**config.mk**
```make
export PLATFORM = sky130hd
export DESIGN_NAME = stepper_phase_seq
export DESIGN_NICKNAME = d
export VERILOG_FILES = /design/src/rtl/stepper_seq_pkg.sv /design/src/rtl/step_edge_detect.sv /design/src/rtl/step_position_ctr.sv /design/src/rtl/phase_current_map.sv /design/src/rtl/stepper_phase_seq.sv
export SDC_FILE = /design/constraint.sdc
export NUM_CORES = 1
export LEC_CHECK = 0
export ABC_CLOCK_PERIOD_IN_PS = 6600
export BUFFER_PORTS_ARGS = -buffer_cell sky130_fd_sc_hd__buf_2
export CAP_MARGIN = 20
export CORE_MARGIN = 8
export CORE_UTILIZATION = 41
export CTS_CLUSTER_SIZE = 16
export DETAILED_ROUTE_END_ITERATION = 8
export PLACE_DENSITY = 0.73
export SLEW_MARGIN = 20
export SYNTH_ARGS = -nofsm -noshare
export SYNTH_HDL_FRONTEND = slang
export SYNTH_SLANG_ARGS = --single-unit
```
**constraint.sdc**
```tcl
create_clock -name clk -period 6.6 [get_ports clk]
set_input_delay 0.66 -clock clk [delete_from_list [all_inputs] [get_ports clk]]
set_output_delay 0.66 -clock clk [all_outputs]
set_load 0.03 [all_outputs]
```
**src/rtl/stepper_seq_pkg.sv**
```systemverilog
// Shared encodings for the stepper phase sequencer.
// Assumes: exc_mode codes above EXC_SIXTEENTH behave as the finest mode.
package stepper_seq_pkg;

    typedef enum logic [2:0] {
        EXC_FULL      = 3'd0,
        EXC_HALF      = 3'd1,
        EXC_QUARTER   = 3'd2,
        EXC_EIGHTH    = 3'd3,
        EXC_SIXTEENTH = 3'd4
    } exc_mode_e;

endpackage

```
**src/rtl/step_edge_detect.sv**
```systemverilog
// Synchronizes the asynchronous step clock and turns the selected edges into
// one-cycle step events.
// Assumes: SYNC_STAGES >= 2; step_in pulses last several clk cycles.
module step_edge_detect #(
    parameter int SYNC_STAGES = 2
) (
    input  logic clk,
    input  logic rst_n,
    input  logic step_in,
    input  logic both_edges,
    output logic step_ev
);

    logic [SYNC_STAGES-1:0] sync_q;
    logic                   prev_q;
    logic                   cur;

    // Purpose: shift the step clock through the synchronizer and remember the last level.
    always_ff @(posedge clk) begin
        if (!rst_n) begin
            sync_q <= '0;
            prev_q <= 1'b0;
        end else begin
            sync_q <= {sync_q[SYNC_STAGES-2:0], step_in};
            prev_q <= sync_q[SYNC_STAGES-1];
        end
    end

    // Purpose: pick either rising edges only or both edges.
    always_comb begin
        cur     = sync_q[SYNC_STAGES-1];
        step_ev = both_edges ? (cur ^ prev_q) : (cur & ~prev_q);
    end

endmodule

```
**src/rtl/step_position_ctr.sv**
```systemverilog
// Holds the electrical position and moves it by the mode-dependent increment
// on each step event. The position never changes with the mode, which keeps
// the phase across mode changes.
// Assumes: POS_W >= 4 and POS_W - 2 <= 7.
module step_position_ctr #(
    parameter int POS_W = 6
) (
    input  logic             clk,
    input  logic             rst_n,
    input  logic             en,
    input  logic             step_ev,
    input  logic             dir,
    input  logic [2:0]       exc_mode,
    output logic [POS_W-1:0] pos_q,
    output logic [POS_W-1:0] step_size
);

    localparam int         QB     = POS_W - 2;
    localparam logic [2:0] FINEST = 3'(QB);

    logic [2:0] fine;

    // Purpose: derive the increment from the mode, clamping unknown codes to the finest.
    always_comb begin
        fine      = (exc_mode > FINEST) ? FINEST : exc_mode;
        step_size = {{(POS_W-1){1'b0}}, 1'b1} << (FINEST - fine);
    end

    // Purpose: advance or retreat the position on enabled step events, wrapping naturally.
    always_ff @(posedge clk) begin
        if (!rst_n) begin
            pos_q <= '0;
        end else if (en && step_ev) begin
            pos_q <= dir ? (pos_q - step_size) : (pos_q + step_size);
        end
    end

endmodule

```
**src/rtl/phase_current_map.sv**
```systemverilog
// Maps the position to winding polarity and current level codes for the
// selected mode, and flags the home phase.
// Assumes: step_size is a power of two no larger than a quarter cycle.
module phase_current_map
    import stepper_seq_pkg::*;
#(
    parameter int POS_W = 6
) (
    input  logic             en,
    input  logic             both_edges,
    input  logic [2:0]       exc_mode,
    input  logic [POS_W-1:0] pos,
    input  logic [POS_W-1:0] step_size,
    output logic             drv_a_p,
    output logic             drv_a_n,
    output logic             drv_b_p,
    output logic             drv_b_n,
    output logic [POS_W-3:0] lvl_a,
    output logic [POS_W-3:0] lvl_b,
    output logic             home_mon
);

    localparam int          QB       = POS_W - 2;
    localparam logic [QB:0] FULL_MAG = {1'b1, {QB{1'b0}}};
    localparam logic [QB-1:0] LVL_MAX = '1;

    logic [POS_W-1:0] qpos;
    logic [1:0]       quad;
    logic [QB-1:0]    k;
    logic [QB:0]      mag_a;
    logic [QB:0]      mag_b;
    logic             neg_a;
    logic             neg_b;
    logic [QB-1:0]    code_a;
    logic [QB-1:0]    code_b;

    function automatic logic [QB-1:0] sat_lvl(input logic [QB:0] m);
        return m[QB] ? LVL_MAX : m[QB-1:0];
    endfunction

    // Purpose: quantize the position and derive sine/cosine magnitudes and signs.
    always_comb begin
        qpos = pos & ~(step_size - {{(POS_W-1){1'b0}}, 1'b1});
        quad = qpos[POS_W-1 -: 2];
        k    = qpos[QB-1:0];
        if (!quad[0]) begin
            mag_a = FULL_MAG - {1'b0, k};
            mag_b = {1'b0, k};
        end else begin
            mag_a = {1'b0, k};
            mag_b = FULL_MAG - {1'b0, k};
        end
        neg_a = quad[1] ^ quad[0];
        neg_b = quad[1];
    end

    // Purpose: apply the full-step and half-step level overrides.
    always_comb begin
        code_a = sat_lvl(mag_a);
        code_b = sat_lvl(mag_b);
        if (exc_mode == EXC_FULL) begin
            code_a = LVL_MAX;
            code_b = LVL_MAX;
        end else if (exc_mode == EXC_HALF && !both_edges) begin
            if (code_a != '0) code_a = LVL_MAX;
            if (code_b != '0) code_b = LVL_MAX;
        end
    end

    // Purpose: gate drive with the enable and flag the home phase.
    always_comb begin
        drv_a_p  = en && (code_a != '0) && !neg_a;
        drv_a_n  = en && (code_a != '0) &&  neg_a;
        drv_b_p  = en && (code_b != '0) && !neg_b;
        drv_b_n  = en && (code_b != '0) &&  neg_b;
        lvl_a    = en ? code_a : '0;
        lvl_b    = en ? code_b : '0;
        home_mon = (qpos == '0);
    end

endmodule

```
**src/rtl/stepper_phase_seq.sv**
```systemverilog
// Top level of the microstepping phase sequencer: step-clock edge detection,
// position counter and phase/current mapping.
// Assumes: exc_mode, dir and both_edges are steady around step_in edges.
module stepper_phase_seq #(
    parameter int POS_W       = 6,
    parameter int SYNC_STAGES = 2
) (
    input  logic             clk,
    input  logic             rst_n,
    input  logic             en,
    input  logic             step_in,
    input  logic             dir,
    input  logic             both_edges,
    input  logic [2:0]       exc_mode,
    output logic             drv_a_p,
    output logic             drv_a_n,
    output logic             drv_b_p,
    output logic             drv_b_n,
    output logic [POS_W-3:0] lvl_a,
    output logic [POS_W-3:0] lvl_b,
    output logic             home_mon
);

    logic             step_ev;
    logic [POS_W-1:0] pos_q;
    logic [POS_W-1:0] step_size;

    step_edge_detect #(.SYNC_STAGES(SYNC_STAGES)) u_edge (
        .clk        (clk),
        .rst_n      (rst_n),
        .step_in    (step_in),
        .both_edges (both_edges),
        .step_ev    (step_ev)
    );

    step_position_ctr #(.POS_W(POS_W)) u_pos (
        .clk       (clk),
        .rst_n     (rst_n),
        .en        (en),
        .step_ev   (step_ev),
        .dir       (dir),
        .exc_mode  (exc_mode),
        .pos_q     (pos_q),
        .step_size (step_size)
    );

    phase_current_map #(.POS_W(POS_W)) u_map (
        .en         (en),
        .both_edges (both_edges),
        .exc_mode   (exc_mode),
        .pos        (pos_q),
        .step_size  (step_size),
        .drv_a_p    (drv_a_p),
        .drv_a_n    (drv_a_n),
        .drv_b_p    (drv_b_p),
        .drv_b_n    (drv_b_n),
        .lvl_a      (lvl_a),
        .lvl_b      (lvl_b),
        .home_mon   (home_mon)
    );

endmodule

```
======== After elaboration in Yosys (flattened, before gate mapping) ========
Index checks and enable logic that the tools add are counted.
storage, ports and cells
  memories kept ........................... 0
  word-level logic and storage cells ...... 49
  bits in writable memories ............... 0
  bits of input ports ..................... 9
  flip-flop bits (word level) ............. 9
  latch bits .............................. 0
  ROM bits ................................ 0
operators by class
  multiplexer cells ....................... 15
  equal/unequal tests ..................... 1
  bitwise operators ....................... 6
  div/mod/pow operators ................... 0
  order comparisons ....................... 1
  add/subtract/negate cells ............... 5
  multipliers ............................. 0
  shifts and indexed selects .............. 1
  reduce and logical (&&, ||, !) cells .... 17
operators by type and width
  kind                 count
  $mux 4               10
  $reduce_bool 4->1    4
  $mux 5               2
  $logic_and 1x1->1    8
  $add 6x6->6          1
  $and 6x6->6          1
  $logic_not 6->1      1
  $mux 6               1
  $not 6->6            1
  $shl 1x3->6 const A  1
  $sub 6x1->6 const B  1
  $sub 6x6->6          1
  $sub 5x4->5 const A  1
  $eq 3x1->1 const B   1
  $gt 3x3->1 const B   1
  $logic_not 1->1      3
  $logic_not 3->1      1
  $mux 3               1
  $sub 3x3->3 const A  1
  $xor 1x1->1          2
  $and 1x1->1          1
  $mux 1               1
  $not 1->1            1

======== Logic depth before layout (Yosys ltp) ========
Gate-level depths: netlist of the first run.
  word-level depth ........................ 17
  depth in mapped cells ................... 14

======== By module ========
From an unflattened synthesis of the first run, not the netlist that was laid out.
unflattened totals
  cell total of the unflattened synthesis .. 171
  area total of the unflattened synthesis .. 1,305.0 um^2
by module, submodules not included
  module             seq. area each (um^2)  area an instance (um^2)  times used  cells each
  phase_current_map  0.0                    634.4                    1           89
  step_position_ctr  120.1                  561.8                    1           72
  step_edge_detect   60.1                   108.9                    1           10

======== Least setup slack after synthesis of the first run ========
OpenSTA, ideal clock, no wires.
  path type ............................... input-to-output
  start ................................... in exc_mode[2]
  end ..................................... out drv_b_p
  cell stages on the path ................. 12
  path buffers ............................ 2
  slack ................................... 2.594 ns
  arrival time ............................ 3.346 ns
  cell sequence ........................... buf_2 inv_1 nand3_1 ha_1 or4_1 o211a_1 buf_6 mux2i_1 a32oi_1 o31ai_4 o211a_1 nor3b_1
on the way
  word-level cells in the longest chain between the ends .. 17
  elaborated cells between the ends (all ways) .. 21
  those cells by class .................... add/sub: 3; order compare: 1; eq/ne: 1; shift: 1; mux: 6; bitwise: 2; reduce/logical: 7
RTL lines
  item                   RTL line                 RTL
  from (decl)            stepper_phase_seq.sv:14  input logic [2:0] exc_mode,
  $gt 3x3->1             step_position_ctr.sv:25  fine = (exc_mode > FINEST) ? FINEST : exc_mode;
  $mux 3                 step_position_ctr.sv:25
  $sub 3x3->3            step_position_ctr.sv:26  step_size = {{(POS_W-1){1'b0}}, 1'b1} << (FINEST - fine);
  $shl 1x3->6            step_position_ctr.sv:26
  $sub 6x1->6            phase_current_map.sv:43  qpos = pos & ~(step_size - {{(POS_W-1){1'b0}}, 1'b1});
  $not 6->6              phase_current_map.sv:43
  $and 6x6->6            phase_current_map.sv:43
  $sub 5x4->5            phase_current_map.sv:51  mag_b = FULL_MAG - {1'b0, k};
  $mux 5                 phase_current_map.sv:46  if (!quad[0]) begin
  $mux 4                 phase_current_map.sv:38  return m[QB] ? LVL_MAX : m[QB-1:0];
  $reduce_bool 4->1      phase_current_map.sv:66  if (code_b != '0) code_b = LVL_MAX;
  $mux 4                 phase_current_map.sv:66
  $mux 4                 phase_current_map.sv:64  end else if (exc_mode == EXC_HALF && !both_edges) begin
  $mux 4                 phase_current_map.sv:61  if (exc_mode == EXC_FULL) begin
  $reduce_bool 4->1      phase_current_map.sv:74  drv_b_p = en && (code_b != '0) && !neg_b;
  $logic_and 1x1->1      phase_current_map.sv:74
  $logic_and 1x1->1 (*)  phase_current_map.sv:74
  to (decl)              stepper_phase_seq.sv:17  output logic drv_b_p,
Mark *: on every way between the ends. The rest lies on a longest branch, timed or not.

======== Worst setup path after layout of the first run ========
  start ................................... in exc_mode[2]
  end ..................................... out drv_a_n
on the way
  word-level cells in the longest chain between the ends .. 17
  elaborated cells between the ends (all ways) .. 21
  those cells by class .................... add/sub: 3; order compare: 1; eq/ne: 1; shift: 1; mux: 6; bitwise: 3; reduce/logical: 6
RTL lines
  item                   RTL line                 RTL
  $gt 3x3->1             step_position_ctr.sv:25
  $mux 3                 step_position_ctr.sv:25
  $sub 3x3->3            step_position_ctr.sv:26
  $shl 1x3->6            step_position_ctr.sv:26
  $sub 6x1->6            phase_current_map.sv:43
  $not 6->6              phase_current_map.sv:43
  $and 6x6->6            phase_current_map.sv:43
  $sub 5x4->5            phase_current_map.sv:47  mag_a = FULL_MAG - {1'b0, k};
  $mux 5                 phase_current_map.sv:46
  $mux 4                 phase_current_map.sv:38
  $reduce_bool 4->1      phase_current_map.sv:65  if (code_a != '0) code_a = LVL_MAX;
  $mux 4                 phase_current_map.sv:65
  $mux 4                 phase_current_map.sv:64
  $mux 4                 phase_current_map.sv:61
  $reduce_bool 4->1      phase_current_map.sv:73  drv_a_n = en && (code_a != '0) && neg_a;
  $logic_and 1x1->1      phase_current_map.sv:73
  $logic_and 1x1->1 (*)  phase_current_map.sv:73
  to (decl)              stepper_phase_seq.sv:16  output logic drv_a_n,
Marks and branches as above.

==> flow_summary.ini, run 1 <==
[floorplan]
io_pins = 22
fp.dieW_um = 70.6
row_count = 20
start_util = 0.414
dieArea_mm2 = 0.00499
core_area_mm2 = 0.00295
fp.dieH_um = 70.6

[final_layout]
fillers = 310
layout.cells.non_filler = 212
final_nets = 200
final_area_mm2 = 0.00134
multiInputGateArea_um2 = 948
regArea_um2 = 180
drive_gt1_frac = 0.196
diodes = 0
area_delta_synth_final_pct = 9.93

[power_and_ir_drop]
p_sw_frac = 0.421
power.leakage_nw = 0.590
seqPwrFrac = 0.289
worst_ir_drop_vdd_v = 0.000123
power.share.clock = 0.196
p_sw_w = 0.0000896
power_density_mw_per_mm2 = 158
pwr-share-comb = 0.515
intPower_w = 0.000123

[run_status]
status = finished clean

[sta]
max_clock_freq_mhz = 252
rsz0062_at_grt = no
slew-limit-headroom = 0.414
hold_violations = 0
fin_skew_ns = 0.00863
slew_violations = 0
period_needed_ns = 3.97
fin_tns_setup_ns = 0
finalSetupViolCount = 0
fin_hold_ws_ns = 0.435
tightestPinTransition_ns = 0.872
period_share = 0.601

[detailed_routing]
vias = 1210
route.detailed.wl_per_inst_um = 13.0
drc = 0
routed_wl_um = 2760
dr.pass1.iters = 4
drtAntennaViolNets = 0
vias_per_cell = 5.71
drt_iter0_drc = 86

[clock_network]
tritoncts = yes
clk_pin_slew_ns = 0.06
numCtsBuffers = 3
cts_sinks = 9
cts_buffer_depth = 2
root_buffer = clkbuf_4
clock_latency_ns = 0.26
hold_buffers = 0
cts-resized-gates = 0
cts_setup_buffers = 0
htreeDepth = 1

[worst_setup_path]
worstSetupPathType = in2out
cp.depth = 13
crit_chain = buf_2 -> inv_1 -> nand3_1 -> ha_1 -> or4_1 -> o211a_1 -> clkinv_4 -> mux2i_1 -> a32o_1 -> nand2_1 -> o31a_1 -> and2_1 -> buf_2
crit_start = exc_mode[2]
r2r_slack_ns = 4.51
worstPathMaxFanout = 14
path_buf_inv = 4
cpPeakStageDelay_ns = 0.48
cp_common_cell = buf_2
crit_slowest_cell = or4_1
r2r-end = u_pos.pos_q[5]$_SDFFE_PN0P_
critPathArrivalTime_ns = 3.31
r2r_cells = 8
crit_family = simple AND/OR/NAND/NOR gates
worstPathRequired_ns = 5.94
rr_startpoint = u_pos.pos_q[1]$_SDFFE_PN0P_
worstSetupEndpoint = drv_a_n
worst_setup_path_end_kind = output pin
worstSetupStartpointType = input pin

[global_routing]
antenna_found_initial = 0
grt_max_degree = 15
grt_usage = 0.109
grt_first_pass_wirelength_um = 4710
first_global_vias = 1093
overflow = 0

[logic_synthesis]
synth_most_common_cell = nand2_1
synthTopCellsByArea = dfxtp_1 15%, ha_1 10%, nand2_1 7.1%
ys_seq_elements = 9
synth_ff_type = dfxtp_1
synth_edf_count = 0
syn_nets = 180
yosysTopAreaCell = dfxtp_1
yosys.cell_types.count = 51
synth_top_area_frac = 0.147
seq_area_frac_synth = 0.147
avgSynthCellArea_um2 = 7.64
ys_warn_count = 0
synth_commonest_cells = 23 x nand2_1, 10 x a21oi_1, 10 x ha_1
async_flop_share = 0
synth_cells = 160
syn-cell-area_mm2 = 0.00122

[worst_hold_path]
holdPathStages = 1
hp-class = reg2reg

[place]
gp_congestion = 0.953
io_buffers = 21
dpl.cell_count = 208
place_area_mm2 = 0.00132
place_hpwl_um = 2240

[run]
cap_viol_max_count = 0
## layout by cell type, fill, tap and decap left out, types with 2 or more instances in the layout
| cell type | Yosys | routed |
|---|---|---|
| ha_1 | 10 | 10 |
| nand2_1 | 23 | 23 |
| nand4_1 | 2 | 2 |
| a211oi_1 | 2 | 2 |
| inv_1 | 9 | 9 |
| a21oi_1 | 10 | 10 |
| o21ai_0 | 8 | 8 |
| mux2i_1 | 4 | 4 |
| buf_2 | 2 | 21 |
| o211a_1 | 2 | 2 |
| or3_1 | 2 | 2 |
| xor2_1 | 2 | 2 |
| nand3_1 | 2 | 2 |
| and2_1 | 9 | 9 |
| o31a_1 | 6 | 6 |
| a21boi_1 | 3 | 3 |
| o21a_1 | 2 | 2 |
| dfxtp_1 | 9 | 9 |
| nor2b_1 | 6 | 6 |
| o31ai_1 | 2 | 2 |
| nor2_1 | 6 | 6 |
| nor3_1 | 8 | 8 |
| nor3b_1 | 2 | 2 |
| clkbuf_4 | 0 | 3 |
## state kept, by name (all words and copies together) (netlist names)
register and cells:
u_edge.prev_q 1, u_edge.sync_q 2, u_pos.pos_q 6
## stage by stage
stage	utilization	total power (W)	setup WS, ns
after global routing	0.455	0.000231	2.51
after CTS	0.455	0.000215	2.66
after floorplan	-	0.000151	2.59
after detailed placement	0.446	0.000172	2.67
after global placement	0.446	0.000171	2.73
final	0.455	0.000213	2.63
## power groups by stage
stage | logic (W) | registers [W] | clock network (W)
after floorplan | 0.0000892 | 0.0000615 | 0
after CTS | 0.000110 | 0.0000613 | 0.0000437
after global routing | 0.000123 | 0.0000619 | 0.0000464
after detailed placement | 0.000110 | 0.0000626 | 0
final | 0.000110 | 0.0000614 | 0.0000417
after global placement | 0.000109 | 0.0000625 | 0
## worst min path at each step
| stage | start | to | slack (ns) |
|---|---|---|---|
| finish | u_edge.sync_q[0]$_SDFF_PN0_ | u_edge.sync_q[1]$_SDFF_PN0_ | 0.44 |
| CTS | u_edge.sync_q[0]$_SDFF_PN0_ | u_edge.sync_q[1]$_SDFF_PN0_ | 0.44 |
| floorplan | u_edge.sync_q[0]$_SDFF_PN0_ | u_edge.sync_q[1]$_SDFF_PN0_ | 0.41 |
| global route | u_edge.sync_q[0]$_SDFF_PN0_ | u_edge.sync_q[1]$_SDFF_PN0_ | 0.47 |
| detailed placement | u_edge.sync_q[0]$_SDFF_PN0_ | u_edge.sync_q[1]$_SDFF_PN0_ | 0.42 |
| global placement | u_edge.sync_q[0]$_SDFF_PN0_ | u_edge.sync_q[1]$_SDFF_PN0_ | 0.42 |
## cell families after synthesis
group / count (synthesis) / share of synthesized area
AND/OR/NAND/NOR: 67 / 0.287
AO/OA/AOI/OAI: 49 / 0.307
buffers and inverters: 16 / 0.0768
adder cells (fa/ha/maj): 11 / 0.119
flip-flops: 9 / 0.147
multiplexers: 5 / 0.0420
XOR/XNOR: 3 / 0.0215
## layer usage
layer / track usage / up-vias / wire length [um]
met4: 0.0277 / 0 / 47
met5: 0 / - / 0
li1: - / 626 / -
met1: 0.128 / 535 / 1260
met3: 0.0198 / 7 / 167
met2: 0.197 / 42 / 1280
## cell type report
type,count,share of cell area
inverters,10,0.0317
repair buffers,21,0.0782
well taps,33,0.0307
flip-flops and latches,9,0.134
clock buffers,4,0.0196
multi-input cells,135,0.706
No activity file was read; power rests on OpenSTA's default activity.
==> run 2: changes to the inputs <==
--- a/config.mk
+++ b/config.mk
@@ -5,7 +5,8 @@
 export SDC_FILE = /design/constraint.sdc
 export NUM_CORES = 1
 export LEC_CHECK = 0
-export ABC_CLOCK_PERIOD_IN_PS = 6600
+export ABC_AREA = 1
+export ABC_CLOCK_PERIOD_IN_PS = 4000
 export BUFFER_PORTS_ARGS = -buffer_cell sky130_fd_sc_hd__buf_2
 export CAP_MARGIN = 20
 export CORE_MARGIN = 8
==> constraint.sdc (replaced) <==
create_clock -name clk -period 4 [get_ports clk]
set_input_delay 0.4 -clock clk [delete_from_list [all_inputs] [get_ports clk]]
set_output_delay 0.4 -clock clk [all_outputs]
set_load 0.03 [all_outputs]
==> flow_summary.ini, run 2 <==
[run_status]
status = finished clean

[floorplan]
start_util = 0.433
row_count = 19
fp.dieH_um = 70.2
io_pins = 22
fp.dieW_um = 70.2
core_area_mm2 = 0.00278
dieArea_mm2 = 0.00493

[sta]
finalSetupViolCount = 0
tightestPinTransition_ns = 0.442
fin_hold_ws_ns = 0.322
slew_violations = 0
period_share = 0.720
max_clock_freq_mhz = 347
slew-limit-headroom = 0.704
fin_tns_setup_ns = 0
hold_violations = 0
fin_skew_ns = 0.00511
rsz0062_at_grt = no
period_needed_ns = 2.88
layout_setup_ws_ns = 1.12

[detailed_routing]
met3_length_um = 67
drtAntennaViolNets = 0
dr.pass1.iters = 4
drt_iter0_drc = 65
vias_per_cell = 4.92
route.detailed.wl_per_inst_um = 10.7
highest_layer = met4
vias = 1180
drc = 0
wl_met1_um = 1200
met2_wirelength_um = 1270
routed_wl_um = 2560

[clock_network]
cts_buffer_depth = 2
hold_buffers = 0
clk_pin_slew_ns = 0.06
cts_sinks = 9
htreeDepth = 1
clock_latency_ns = 0.26
root_buffer = clkbuf_4
cts_setup_buffers = 0
cts-resized-gates = 0
numCtsBuffers = 3
tritoncts = yes

[place]
place_ws_ns = 1.13
place_hpwl_um = 2150
dpl.cell_count = 236
gp_congestion = 0.815
io_buffers = 21

[run]
cap_viol_max_count = 0

[logic_synthesis]
synth_commonest_cells = 33 x inv_1, 32 x nand2_1, 16 x a21oi_1
synth_top_area_frac = 0.150
yosysTopAreaCell = dfxtp_1
synth_ff_type = dfxtp_1
syn-cell-area_mm2 = 0.00120
synth_cells = 184
synthTopCellsByArea = dfxtp_1 15%, ha_1 10%, inv_1 10%
muxShareOfSynthArea = 0
ys_seq_elements = 9
synth_top_family_by_area = simple AND/OR/NAND/NOR gates
yosys.cell_types.count = 29
seq_area_frac_synth = 0.150
synth_compound_area_frac = 0.171
synthAdderAreaFrac = 0.120
async_flop_share = 0
synth_edf_count = 0
synth-simple-area-share = 0.422
synth_xor_area_frac = 0.0218
synth_most_common_cell = inv_1
syn_nets = 204
ys_warn_count = 0
avgSynthCellArea_um2 = 6.55

[final_layout]
final_common_cell = inv_1
final_nets = 230
largest-register = u_pos.pos_q
diodes = 0
largest_reg_flops = 6
layout.cells.non_filler = 240
drive_gt1_frac = 0.278
area_delta_synth_final_pct = 14.1
mostFrequentLayoutCells = 33 x inv_1, 32 x nand2_1, 21 x buf_2, 16 x a21oi_1, 15 x nor2_1
reg_top3 = u_pos.pos_q x6, u_edge.sync_q x2, u_edge.prev_q x1

[worst_setup_path]
worst_setup_path_end_kind = output pin
critPathArrivalTime_ns = 2.48
worstPathMaxFanout = 6
worstPathRequired_ns = 3.60
worstSetupPathType = in2out
worstSetupStartpointType = input pin

[global_routing]
first_global_vias = 1133
overflow = 0
grt_max_degree = 11
grt_first_pass_wirelength_um = 4670
grt_usage = 0.108
antenna_found_initial = 0

[worst_hold_path]
hp-class = in2reg

[power_and_ir_drop]
worst_ir_drop_vdd_v = 0.000208
power.leakage_nw = 0.803
power_density_mw_per_mm2 = 275
## run 2: final cells by class
class,count,area [um^2]
repair buffers,21,105
inverters,37,139
well taps,31,38.8
clock buffers,4,26.3
fillers,291,1410
multi-input cells,138,886
flip-flops and latches,9,180
## run 2: through the flow
step                      total power [W]  area (um^2)   util
after floorplan                  0.000265         1200      -
after global placement           0.000311         1350  0.485
after detailed placement         0.000311         1350  0.485
after CTS                        0.000385         1380  0.494
after global routing             0.000412         1380  0.494
final                            0.000378         1380  0.494
## run 2: metal layers
layer,vias to the layer above,global-route usage
li1,644,-
met1,511,0.123
met2,21,0.196
met3,4,0.0169
met4,0,0.0402
met5,-,0
## run 2: final timing paths
check                               from                          end  slack [ns]  depth (start not counted)
max                          exc_mode[2]                      drv_a_p        1.12                         17
min                              step_in  u_edge.sync_q[0]$_SDFF_PN0_        0.32                          3
max reg2reg     u_edge.prev_q$_SDFF_PN0_  u_pos.pos_q[5]$_SDFFE_PN0P_        2.21                         10
min reg2reg  u_edge.sync_q[0]$_SDFF_PN0_  u_edge.sync_q[1]$_SDFF_PN0_        0.42                          2
## run 2: critical path, cell delays in order
cell and delay (ns):
buf_2 0.15, nor2_1 0.14, nand2_1 0.08, ha_1 0.30, nand2_1 0.10, ha_1 0.24, inv_1 0.06, nand4_1 0.09
nand2_1 0.09, nand3_1 0.10, nand2_1 0.08, nand3_1 0.10, nand2_1 0.08, nand2_1 0.06, nand2_1 0.07, a21oi_1 0.12
buf_2 0.21
## run 2: report_power, final
| group | internal [W] | switching (W) |
|---|---|---|
| combinational | 0.0000731 | 0.000136 |
| clock | 0.0000383 | 0.0000297 |
| sequential | 0.0000955 | 0.00000580 |
| total | 0.000207 | 0.000171 |
## run 2: kinds of logic after synthesis
family | after synthesis
compound gates | 37
xor+xnor | 3
fa+ha+maj | 11
buf+inv | 37
flops | 9
simple gates | 87
